$ cat src/rtl/adc_rd_pkg.sv
package adc_rd_pkg;

    localparam int DIV_W     = 8;
    localparam int GAP_W     = 8;
    localparam int RES_W     = 12;
    localparam int LEAD_Z    = 2;
    localparam int TRAIL_Z   = 2;
    localparam int FRAME_MIN = LEAD_Z + RES_W;
    localparam int FRAME_MAX = LEAD_Z + RES_W + TRAIL_Z;
    localparam int CNT_W     = $clog2(FRAME_MAX + 1);

    typedef enum logic [1:0] {
        ST_IDLE  = 2'd0,
        ST_FRAME = 2'd1,
        ST_GAP   = 2'd2
    } rd_state_e;

    typedef struct packed {
        logic [DIV_W-1:0] half;
        logic [GAP_W-1:0] gap;
        logic             long_f;
    } rd_cfg_t;

    typedef struct packed {
        logic [RES_W-1:0] data;
        logic             err;
    } rd_result_t;

    function automatic logic [CNT_W-1:0] frame_len(input logic long_f);
        return long_f ? CNT_W'(FRAME_MAX) : CNT_W'(FRAME_MIN);
    endfunction

    function automatic rd_cfg_t cfg_fix(input rd_cfg_t raw, input logic [GAP_W-1:0] min_gap);
        rd_cfg_t c;
        c        = raw;
        c.half   = (raw.half == '0) ? DIV_W'(1) : raw.half;
        c.gap    = (raw.gap < min_gap) ? min_gap : raw.gap;
        return c;
    endfunction

endpackage

$ cat src/rtl/adc_rd_sclk_gen.sv
module adc_rd_sclk_gen
    import adc_rd_pkg::*;
(
    input  logic             clk,
    input  logic             rst,
    input  logic             run_i,
    input  logic [DIV_W-1:0] half_i,
    output logic             sclk_o,
    output logic             rise_o
);

    logic [DIV_W-1:0] ph_cnt;
    logic             ph_end;

    assign ph_end = (ph_cnt == half_i - DIV_W'(1));
    assign rise_o = run_i && ph_end && !sclk_o;

    always_ff @(posedge clk) begin
        if (rst) begin
            ph_cnt <= '0;
            sclk_o <= 1'b1;
        end else if (!run_i) begin
            ph_cnt <= '0;
            sclk_o <= 1'b1;
        end else if (ph_end) begin
            ph_cnt <= '0;
            sclk_o <= ~sclk_o;
        end else begin
            ph_cnt <= ph_cnt + DIV_W'(1);
        end
    end

    // the serial clock parks high once the frame stops running
    p_sclk_park_r7: assert property (@(posedge clk) disable iff (rst)
        !run_i |=> sclk_o);

endmodule

$ cat src/rtl/adc_rd_seq.sv
module adc_rd_seq
    import adc_rd_pkg::*;
#(
    parameter int MIN_GAP = 2
) (
    input  logic             clk,
    input  logic             rst,
    input  logic             start_i,
    input  logic             cont_i,
    input  rd_cfg_t          cfg_i,
    input  logic             rise_i,
    output logic             run_o,
    output logic             cs_n_o,
    output logic             busy_o,
    output logic             last_o,
    output logic             long_o,
    output logic [DIV_W-1:0] half_o
);

    localparam logic [GAP_W-1:0] MIN_G = GAP_W'(MIN_GAP);

    rd_state_e        state;
    rd_cfg_t          cfg_q;
    rd_cfg_t          cfg_new;
    logic [CNT_W-1:0] bit_cnt;
    logic [GAP_W-1:0] gap_cnt;
    logic [CNT_W-1:0] n_bits;

    assign cfg_new = cfg_fix(cfg_i, MIN_G);
    assign n_bits  = frame_len(cfg_q.long_f);
    assign run_o   = (state == ST_FRAME);
    assign busy_o  = (state != ST_IDLE);
    assign last_o  = run_o && rise_i && (bit_cnt == n_bits - CNT_W'(1));
    assign long_o  = cfg_q.long_f;
    assign half_o  = cfg_q.half;

    always_ff @(posedge clk) begin
        if (rst) begin
            state   <= ST_IDLE;
            cs_n_o  <= 1'b1;
            bit_cnt <= '0;
            gap_cnt <= '0;
            cfg_q   <= '{half: DIV_W'(1), gap: MIN_G, long_f: 1'b0};
        end else begin
            case (state)
                ST_IDLE: begin
                    if (start_i) begin
                        cfg_q   <= cfg_new;
                        state   <= ST_FRAME;
                        cs_n_o  <= 1'b0;
                        bit_cnt <= '0;
                    end
                end
                ST_FRAME: begin
                    if (last_o) begin
                        state   <= ST_GAP;
                        cs_n_o  <= 1'b1;
                        gap_cnt <= '0;
                    end else if (rise_i) begin
                        bit_cnt <= bit_cnt + CNT_W'(1);
                    end
                end
                ST_GAP: begin
                    if (gap_cnt == cfg_q.gap - GAP_W'(1)) begin
                        if (cont_i) begin
                            cfg_q   <= cfg_new;
                            state   <= ST_FRAME;
                            cs_n_o  <= 1'b0;
                            bit_cnt <= '0;
                        end else begin
                            state <= ST_IDLE;
                        end
                    end else begin
                        gap_cnt <= gap_cnt + GAP_W'(1);
                    end
                end
                default: state <= ST_IDLE;
            endcase
        end
    end

    // chip select is never active while the block is idle
    p_cs_idle_r1: assert property (@(posedge clk) disable iff (rst)
        !busy_o |-> cs_n_o);

    // the bit counter never passes the latched frame length
    p_bits_bound_r3: assert property (@(posedge clk) disable iff (rst)
        bit_cnt < n_bits);

endmodule

$ cat src/rtl/adc_rd_capture.sv
module adc_rd_capture
    import adc_rd_pkg::*;
(
    input  logic             clk,
    input  logic             rst,
    input  logic             sample_i,
    input  logic             last_i,
    input  logic             long_i,
    input  logic             sdata_i,
    output logic [RES_W-1:0] result_o,
    output logic             err_o,
    output logic             valid_o
);

    logic [FRAME_MAX-1:0] shreg;
    logic [FRAME_MAX-1:0] full;
    rd_result_t           dec;

    assign full = {shreg[FRAME_MAX-2:0], sdata_i};

    always_comb begin
        if (long_i) begin
            dec.data = full[TRAIL_Z +: RES_W];
            dec.err  = (|full[FRAME_MAX-1 -: LEAD_Z]) || (|full[TRAIL_Z-1:0]);
        end else begin
            dec.data = full[RES_W-1:0];
            dec.err  = |full[FRAME_MIN-1 -: LEAD_Z];
        end
    end

    always_ff @(posedge clk) begin
        if (rst) begin
            shreg    <= '0;
            result_o <= '0;
            err_o    <= 1'b0;
            valid_o  <= 1'b0;
        end else begin
            valid_o <= last_i;
            if (sample_i) shreg <= full;
            if (last_i) begin
                result_o <= dec.data;
                err_o    <= dec.err;
            end
        end
    end

    // the delivered result only moves together with the strobe
    p_result_hold_r5: assert property (@(posedge clk) disable iff (rst)
        !valid_o |-> ($stable(result_o) && $stable(err_o)));

endmodule

$ cat src/rtl/adc_frame_reader.sv
module adc_frame_reader
    import adc_rd_pkg::*;
#(
    parameter int MIN_GAP = 2
) (
    input  logic             clk,
    input  logic             rst,
    input  logic             start_i,
    input  logic             cont_i,
    input  logic             long_frame_i,
    input  logic [7:0]       sclk_half_i,
    input  logic [7:0]       gap_len_i,
    input  logic             sdata_i,
    output logic             cs_n_o,
    output logic             sclk_o,
    output logic [11:0]      result_o,
    output logic             valid_o,
    output logic             frame_err_o,
    output logic             busy_o
);

    rd_cfg_t          cfg_raw;
    logic             run;
    logic             rise;
    logic             last;
    logic             long_q;
    logic [DIV_W-1:0] half_q;

    assign cfg_raw = '{half: sclk_half_i, gap: gap_len_i, long_f: long_frame_i};

    adc_rd_seq #(.MIN_GAP(MIN_GAP)) seq_i (
        .clk     (clk),
        .rst     (rst),
        .start_i (start_i),
        .cont_i  (cont_i),
        .cfg_i   (cfg_raw),
        .rise_i  (rise),
        .run_o   (run),
        .cs_n_o  (cs_n_o),
        .busy_o  (busy_o),
        .last_o  (last),
        .long_o  (long_q),
        .half_o  (half_q)
    );

    adc_rd_sclk_gen sclk_i (
        .clk    (clk),
        .rst    (rst),
        .run_i  (run),
        .half_i (half_q),
        .sclk_o (sclk_o),
        .rise_o (rise)
    );

    adc_rd_capture cap_i (
        .clk      (clk),
        .rst      (rst),
        .sample_i (rise),
        .last_i   (last),
        .long_i   (long_q),
        .sdata_i  (sdata_i),
        .result_o (result_o),
        .err_o    (frame_err_o),
        .valid_o  (valid_o)
    );

    // Gap-length watch for the quiet-interval property
    logic [GAP_W:0] hi_run;
    always_ff @(posedge clk) begin
        if (rst)                    hi_run <= '0;
        else if (cs_n_o && busy_o)  hi_run <= hi_run + (GAP_W+1)'(1);
        else                        hi_run <= '0;
    end

    // a frame that follows a gap never starts before MIN_GAP quiet cycles
    p_gap_min_r7: assert property (@(posedge clk) disable iff (rst)
        ($fell(cs_n_o) && hi_run != '0) |-> hi_run >= (GAP_W+1)'(MIN_GAP));

    // serial clock is high whenever chip select is inactive
    p_sclk_high_r7: assert property (@(posedge clk) disable iff (rst)
        cs_n_o |-> sclk_o);

    // the strobe appears only in the cycle chip select has just risen
    p_valid_edge_r5: assert property (@(posedge clk) disable iff (rst)
        valid_o |-> $rose(cs_n_o));

endmodule

$ cat config.mk
export PLATFORM = sky130hd
export DESIGN_NAME = adc_frame_reader
export DESIGN_NICKNAME = d
export VERILOG_FILES = /design/src/rtl/adc_rd_pkg.sv /design/src/rtl/adc_rd_sclk_gen.sv /design/src/rtl/adc_rd_seq.sv /design/src/rtl/adc_rd_capture.sv /design/src/rtl/adc_frame_reader.sv
export SDC_FILE = /design/constraint.sdc
export NUM_CORES = 1
export LEC_CHECK = 0
export BUFFER_PORTS_ARGS = -buffer_cell sky130_fd_sc_hd__buf_2
export CAP_MARGIN = 20
export CORE_ASPECT_RATIO = 1.25
export CORE_MARGIN = 5
export CORE_UTILIZATION = 59
export DETAILED_ROUTE_END_ITERATION = 8
export GPL_ROUTABILITY_DRIVEN = 0
export PLACE_DENSITY = 0.8
export RECOVER_POWER = 100
export SLEW_MARGIN = 20
export SYNTH_ARGS = -nofsm -noshare
export SYNTH_HDL_FRONTEND = slang
export SYNTH_SLANG_ARGS = --single-unit
$ cat constraint.sdc
create_clock -name clk -period 3.45 [get_ports clk]
set_clock_uncertainty 0.15 [all_clocks]
set_input_delay 1.035 -clock clk [delete_from_list [all_inputs] [get_ports clk]]
set_output_delay 1.035 -clock clk [all_outputs]
set_load 0.05 [all_outputs]
Yosys cells after proc, flatten, opt, wreduce, memory -nomap -nowiden
Index checks and enable logic that the tools add are counted.

Register bits: 71. Input bits: 22. Output and inout bits: 17. Logic and storage cells: 83.

Add/subtract/negate cells: 6. $lt $le $gt $ge: 1. Eq/ne operators: 12. Muxes and demuxes: 27. Bitwise logic cells: 2. Reductions and logical operators: 22.

Operator list (number): $mux 17 (3); $pmux 17 s2 (1); $mux 8 (4); $mux 5 (6); $add 8x1->8 const B (2); $eq 8x8->1 (2); $pmux 8 s2 (1); $sub 8x1->8 const B (2); $pmux 5 s3 (1); $mux 13 (1); $ne 2x2->1 const B (5); $logic_not 8->1 (1); $lt 8x2->1 const B (1); $reduce_or 2->1 (4); $mux 2 (3); $pmux 2 s3 (1); $reduce_and 3->1 (2); $reduce_and 6->1 (1); $reduce_bool 2->1 (3); $add 5x1->5 const B (1); $eq 5x5->1 (1); $mux 1 (5); $reduce_and 5->1 (1); $sub 5x1->5 const B (1); other kinds (12) (17).

Logic depth before layout (Yosys ltp)
Depth in word-level cells: 8. Depth in mapped cells: 11. Gate-level depth less buffers: 9.

Cells and area by module
Synthesis repeated with hierarchy kept, for this count alone.

Cell total of the unflattened synthesis: 395. Area total of the unflattened synthesis: 3594.7 um^2.

Modules (own cells, without submodules): adc_rd_seq (instances 1, cells an instance 210, area an instance 1813.0 um^2, sequential area each 660.6 um^2); adc_rd_capture (instances 1, cells an instance 111, area an instance 1158.6 um^2, sequential area each 580.6 um^2); adc_rd_sclk_gen (instances 1, cells an instance 74, area an instance 623.1 um^2, sequential area each 180.2 um^2).

Least setup slack after synthesis
No wires, ideal clock.

Kind: flip-flop to flip-flop. Start point: reg seq_i.cfg_q, in the netlist seq_i.half_o[0]. End point: reg seq_i.bit_cnt[0]. Setup time: 0.074 ns. Arrival time: 2.343 ns. Data required time: 3.226 ns. Setup slack: 0.883 ns. Stages on the path, launching flop included: 10. Path buffers: 0. Period minus slack after synthesis: 2.567 ns. Cell sequence: dfxtp_1 > inv_1 > ha_1 > nor3b_1 > and3_1 > o21ai_0 > or3_1 > nor3_1 > nand4b_1 > a31oi_1.

Cells in the longest elaborated chain, start to end: 8. Elaborated cells on any way between the ends: 9. Classes of those cells: 1 x add/sub; 3 x eq/ne; 5 x reduce/logical.

Ends and longest elaborated chain: start, declared (RTL line adc_rd_seq.sv:23) `rd_cfg_t cfg_q;`; start signal, assigned (RTL line adc_rd_seq.sv:43) `cfg_q <= '{half: DIV_W'(1), gap: MIN_G, long_f: 1'b0};`; start signal, assigned (RTL line adc_rd_seq.sv:48) `cfg_q <= cfg_new;`; start signal, assigned (RTL line adc_rd_seq.sv:66) `cfg_q <= cfg_new;`; $sub 8x1->8 (*) (RTL line adc_rd_sclk_gen.sv:15) `assign ph_end = (ph_cnt == half_i - DIV_W'(1));`; $eq 8x8->1 (*) (RTL line adc_rd_sclk_gen.sv:15); $logic_and 1x1->1 (*) (2 in a row) (RTL line adc_rd_sclk_gen.sv:16) `assign rise_o = run_i && ph_end && !sclk_o;`; $logic_and 1x1->1 (2 in a row) (RTL line adc_rd_seq.sv:33) `assign last_o = run_o && rise_i && (bit_cnt == n_bits - CNT_W'(1));`; $ne 2x2->1 (no line); $reduce_and 6->1 (no line) (*); end signal, assigned (RTL line adc_rd_seq.sv:60) `bit_cnt <= bit_cnt + CNT_W'(1);`; end, declared (RTL line adc_rd_seq.sv:25) `logic [CNT_W-1:0] bit_cnt;`.

Mark *: on every way between the ends. The rest lies on a longest branch, timed or not. A chain may end at the register's enable or synchronous reset.

Final worst setup path
Start point: reg seq_i.cfg_q, in the netlist seq_i.half_o[0]. End point: reg seq_i.gap_cnt[3].

Cells in the longest elaborated chain, start to end: 8.

Ends and longest elaborated chain: $sub 8x1->8 (RTL line adc_rd_sclk_gen.sv:15); $eq 8x8->1 (RTL line adc_rd_sclk_gen.sv:15); $logic_and 1x1->1 (2 in a row) (RTL line adc_rd_sclk_gen.sv:16); $logic_and 1x1->1 (2 in a row) (RTL line adc_rd_seq.sv:33); $ne 2x1->1 (no line); $reduce_and 3->1 (no line); end signal, assigned (RTL line adc_rd_seq.sv:74) `gap_cnt <= gap_cnt + GAP_W'(1);`; end, declared (RTL line adc_rd_seq.sv:26) `logic [GAP_W-1:0] gap_cnt;`.

Every way passes these cells.

==> metrics <==
diode count=0; worst r2r src=seq_i.half_o[0]; setup_tns=0 ns; DRT Pass-1 Iters=5; port buffer count=38; CTS resizes=0; WHS Endpoint=cap_i.err_o; DRC=0; Die ar.=between 7000 and 8000 um2; post-route ant nets=0; Internal=about 1.3 mW; synth warn=0; Root Buffer=clkbuf_8; critical-path maximum fanout=15; Starting Density=0.5974; Clock Pin Slew Worst Setup and Hold Paths=0.07 ns; Period minus WS final=around 3.1 ns; Critical R2R Capture=seq_i.gap_cnt[3]; slowest stage delay, CP=around 0.69 ns; area share of the largest cell type after synthesis=0.3884; synthesized cell area=around 3700 um2; PD cells=roughly 440 nW/um2; Hold Crit Class=register to register; layout cells sized above 1=0.1004; Distinct cells, synth=51; post-synth top area cell=dfxtp_1; post-synthesis mux area share=0.1149; Worst Setup Start Kind=register; area of the multi-input gates=around 2100 um2; Cell Chain, Critical Path=inv_1 -> ha_1 -> nor2_1 -> nor2_1 -> a221oi_1 -> o22ai_1 -> o31a_1 -> o31ai_1 -> a21oi_1; crit path DAT=3.11 ns; worst r2r path cells=9; Post-synth top flop=dfxtp_1; largest net degree at the start of global routing=55; Hold Path Stages=2; CTS H-tree lvls=3; Post-DP HPWL=around 5500 um; TritonCTS Buffers=9; Synth Area in Compound Gates=0.1566; Mapped Cells=between 400 and 500; Area Growth Syn to Fin=10.77%; status=finished clean; CP most frequent cell=nor2_1; total track usage=0.2126; number of global-route vias before repair=3000; total gr overflow=0; Post-Synth Adder-Cell Area=0.03077; RSZ-0062 raised after global routing=no; Vias=between 3000 and 4000; syn nets=~440; Gate power share=0.184; Crit-path slowest cell=o31ai_1; Sw Share=0.2879; Core ar.=approximately 6000 um2; final count of hold timing violations=0; switching pwr=0.5144 mW; Post-synth EDFFs=0; WL/cell=14.96 um; DR iter-0 viols=between 150 and 200; clk_lat worst skew=between 0.3 and 0.4 ns; Final Net Count=between 400 and 500; CTS Hold Bufs=0; Worst Tran Pin Value=0.7585 ns; Worst IR Drop VDD=a little over 0.0003 V; Die Span Y=98.06 um; max_cap viols=0; Pins Over Slew Limit=0; data required time of the critical path=~3.5 ns; post-CTS setup buffer count=0; first-pass GRT wire length=between 10000 and 15000 um; Tcrit/Tclk final=0.8898; Seq cells post-synth=around 70; Crit Path Class=register to register; clk sinks=slightly above 70; final setup fails=0; Mapped Avg Cell Area=slightly below 9 um2; simple-gate portion of the synthesized area=0.2034; worst reg2reg setup slack=between 0.3 and 0.4 ns; Hold Path Origin=cap_i.err_o; clock share of power=0.322; FF+latch area=about 1400 um2; highest-count cells in the layout ignoring fill and taps=71 x dfxtp_1, 50 x nor2_1, 42 x mux2i_1, 28 x a21oi_1, 21 x buf_2; commonest non-fill, non-tap cell in the layout=dfxtp_1; Die Wd=80.45 um; largest family of logic cells by synthesized area=simple AND/OR/NAND/NOR gates; TritonCTS clock tree=yes; fin area=4054 um2; Critical Path End Type=register; fillers=534; xor/xnor share of the synthesized area=0.05744; synth top area cells=dfxtp_1 39%, mux2i_1 11%, nor2_1 5.1%; sequential area share after synthesis=0.3884; Reg power frac=0.494; Area after DPL=3918 um2; Vias/cell=5.871; leakage power=roughly 1.5 nW; fmax=between 300 and 400 MHz; final wirelength=approximately 8000 um; final hold slack=between 0.3 and 0.4 ns; initial antenna violation count=0; Boundary Pins=39; clock tree buffer depth=2; Async SR Flop Fraction=0; relative slew slack=0.4900; row cnt=32
-- stage by stage --
step	total power, mW	cells	setup slack [ns]	utilization
after CTS	1.805	533	0.4083	0.6663
after global routing	1.880	533	0.04563	0.6618
after global placement	1.217	519	0.5526	0.6395
after floorplan	1.149	413	0.8825	-
final	1.786	533	0.3800	0.6618
after detailed placement	1.228	519	0.4542	0.6395
-- cells in the mapped netlist (all sizes together), types with 11 or more instances --
master  instances
a21oi          28
a311oi         12
clkbuf         17
dfxtp          71
inv            12
mux2i          42
nand2          18
nand3          12
nor2           50
nor3           12
or4            11
xnor2          12
xor2           12
-- layer usage --
| layer | global-route usage | part of all wire | routed length, um | vias to the layer above |
|---|---|---|---|---|
| li1 | - | - | - | 1565 |
| met1 | 0.2659 | 0.45 | 3575 | 1444 |
| met2 | 0.3546 | 0.48 | 3802 | 101 |
| met3 | 0.04428 | 0.055 | 435 | 19 |
| met4 | 0.08192 | 0.020 | 161 | 0 |
| met5 | 0 | 0 | 0 | - |
-- kinds of logic (layout without fill, tap and decap cells) --
| group | count (synthesis) | in the layout |
|---|---|---|
| mux | 42 | 42 |
| buf+inv | 39 | 74 |
| flops | 71 | 71 |
| xor+xnor | 24 | 24 |
| simple gates | 143 | 143 |
| fa+ha+maj | 9 | 9 |
| compound gates | 85 | 85 |
-- worst max path at each step --
stage,end,start,cells after the start
3_5_place_dp,seq_i.bit_cnt[1],seq_i.cfg_q[1],9
5_1_grt,cap_i.result_o[9],seq_i.half_o[0],10
3_3_place_gp,seq_i.bit_cnt[3],seq_i.cfg_q[1],9
2_1_floorplan,seq_i.bit_cnt[0],seq_i.half_o[0],9
6_report,seq_i.gap_cnt[3],seq_i.half_o[0],9
4_1_cts,seq_i.bit_cnt[1],seq_i.cfg_q[1],9
-- power groups by stage --
stage / clock network [mW] / registers, mW / logic, mW
after global placement: 0 / 0.898 / 0.318
after detailed placement: 0 / 0.901 / 0.327
final: 0.575 / 0.883 / 0.328
after global routing: 0.629 / 0.887 / 0.364
after floorplan: 0 / 0.896 / 0.253
after CTS: 0.592 / 0.882 / 0.330
-- registers in the layout, indices dropped and copies added, names as in the netlist --
name	count
cap_i.shreg	15
cap_i.result_o	12
sclk_i.ph_cnt	8
seq_i.cfg_q	8
seq_i.gap_cnt	8
seq_i.half_o	8
seq_i.bit_cnt	5
seq_i.state	2
cap_i.err_o	1
cap_i.valid_o	1
sclk_i.sclk_o	1
seq_i.cs_n_o	1
seq_i.long_o	1
-- worst max-delay path, delay by kind of cell, from the launching register on --
kind	cells	cell delay [ns]
AOI/OAI and AO/OA	5	1.87
adders and majority gates	1	0.25
buffers and inverters	1	0.08
DFF	1	0.39
and+or+nand+nor	2	0.18
-- area by class of cell --
type / instances / share of cell area
sequential: 71 / 0.3506
clock buffer: 13 / 0.03920
multi-input combinational: 303 / 0.5139
inverter: 13 / 0.01204
timing repair buffer: 47 / 0.05679
clock inverter: 1 / 0.001235
tap: 85 / 0.02623
(Power assumes the default switching activity.)
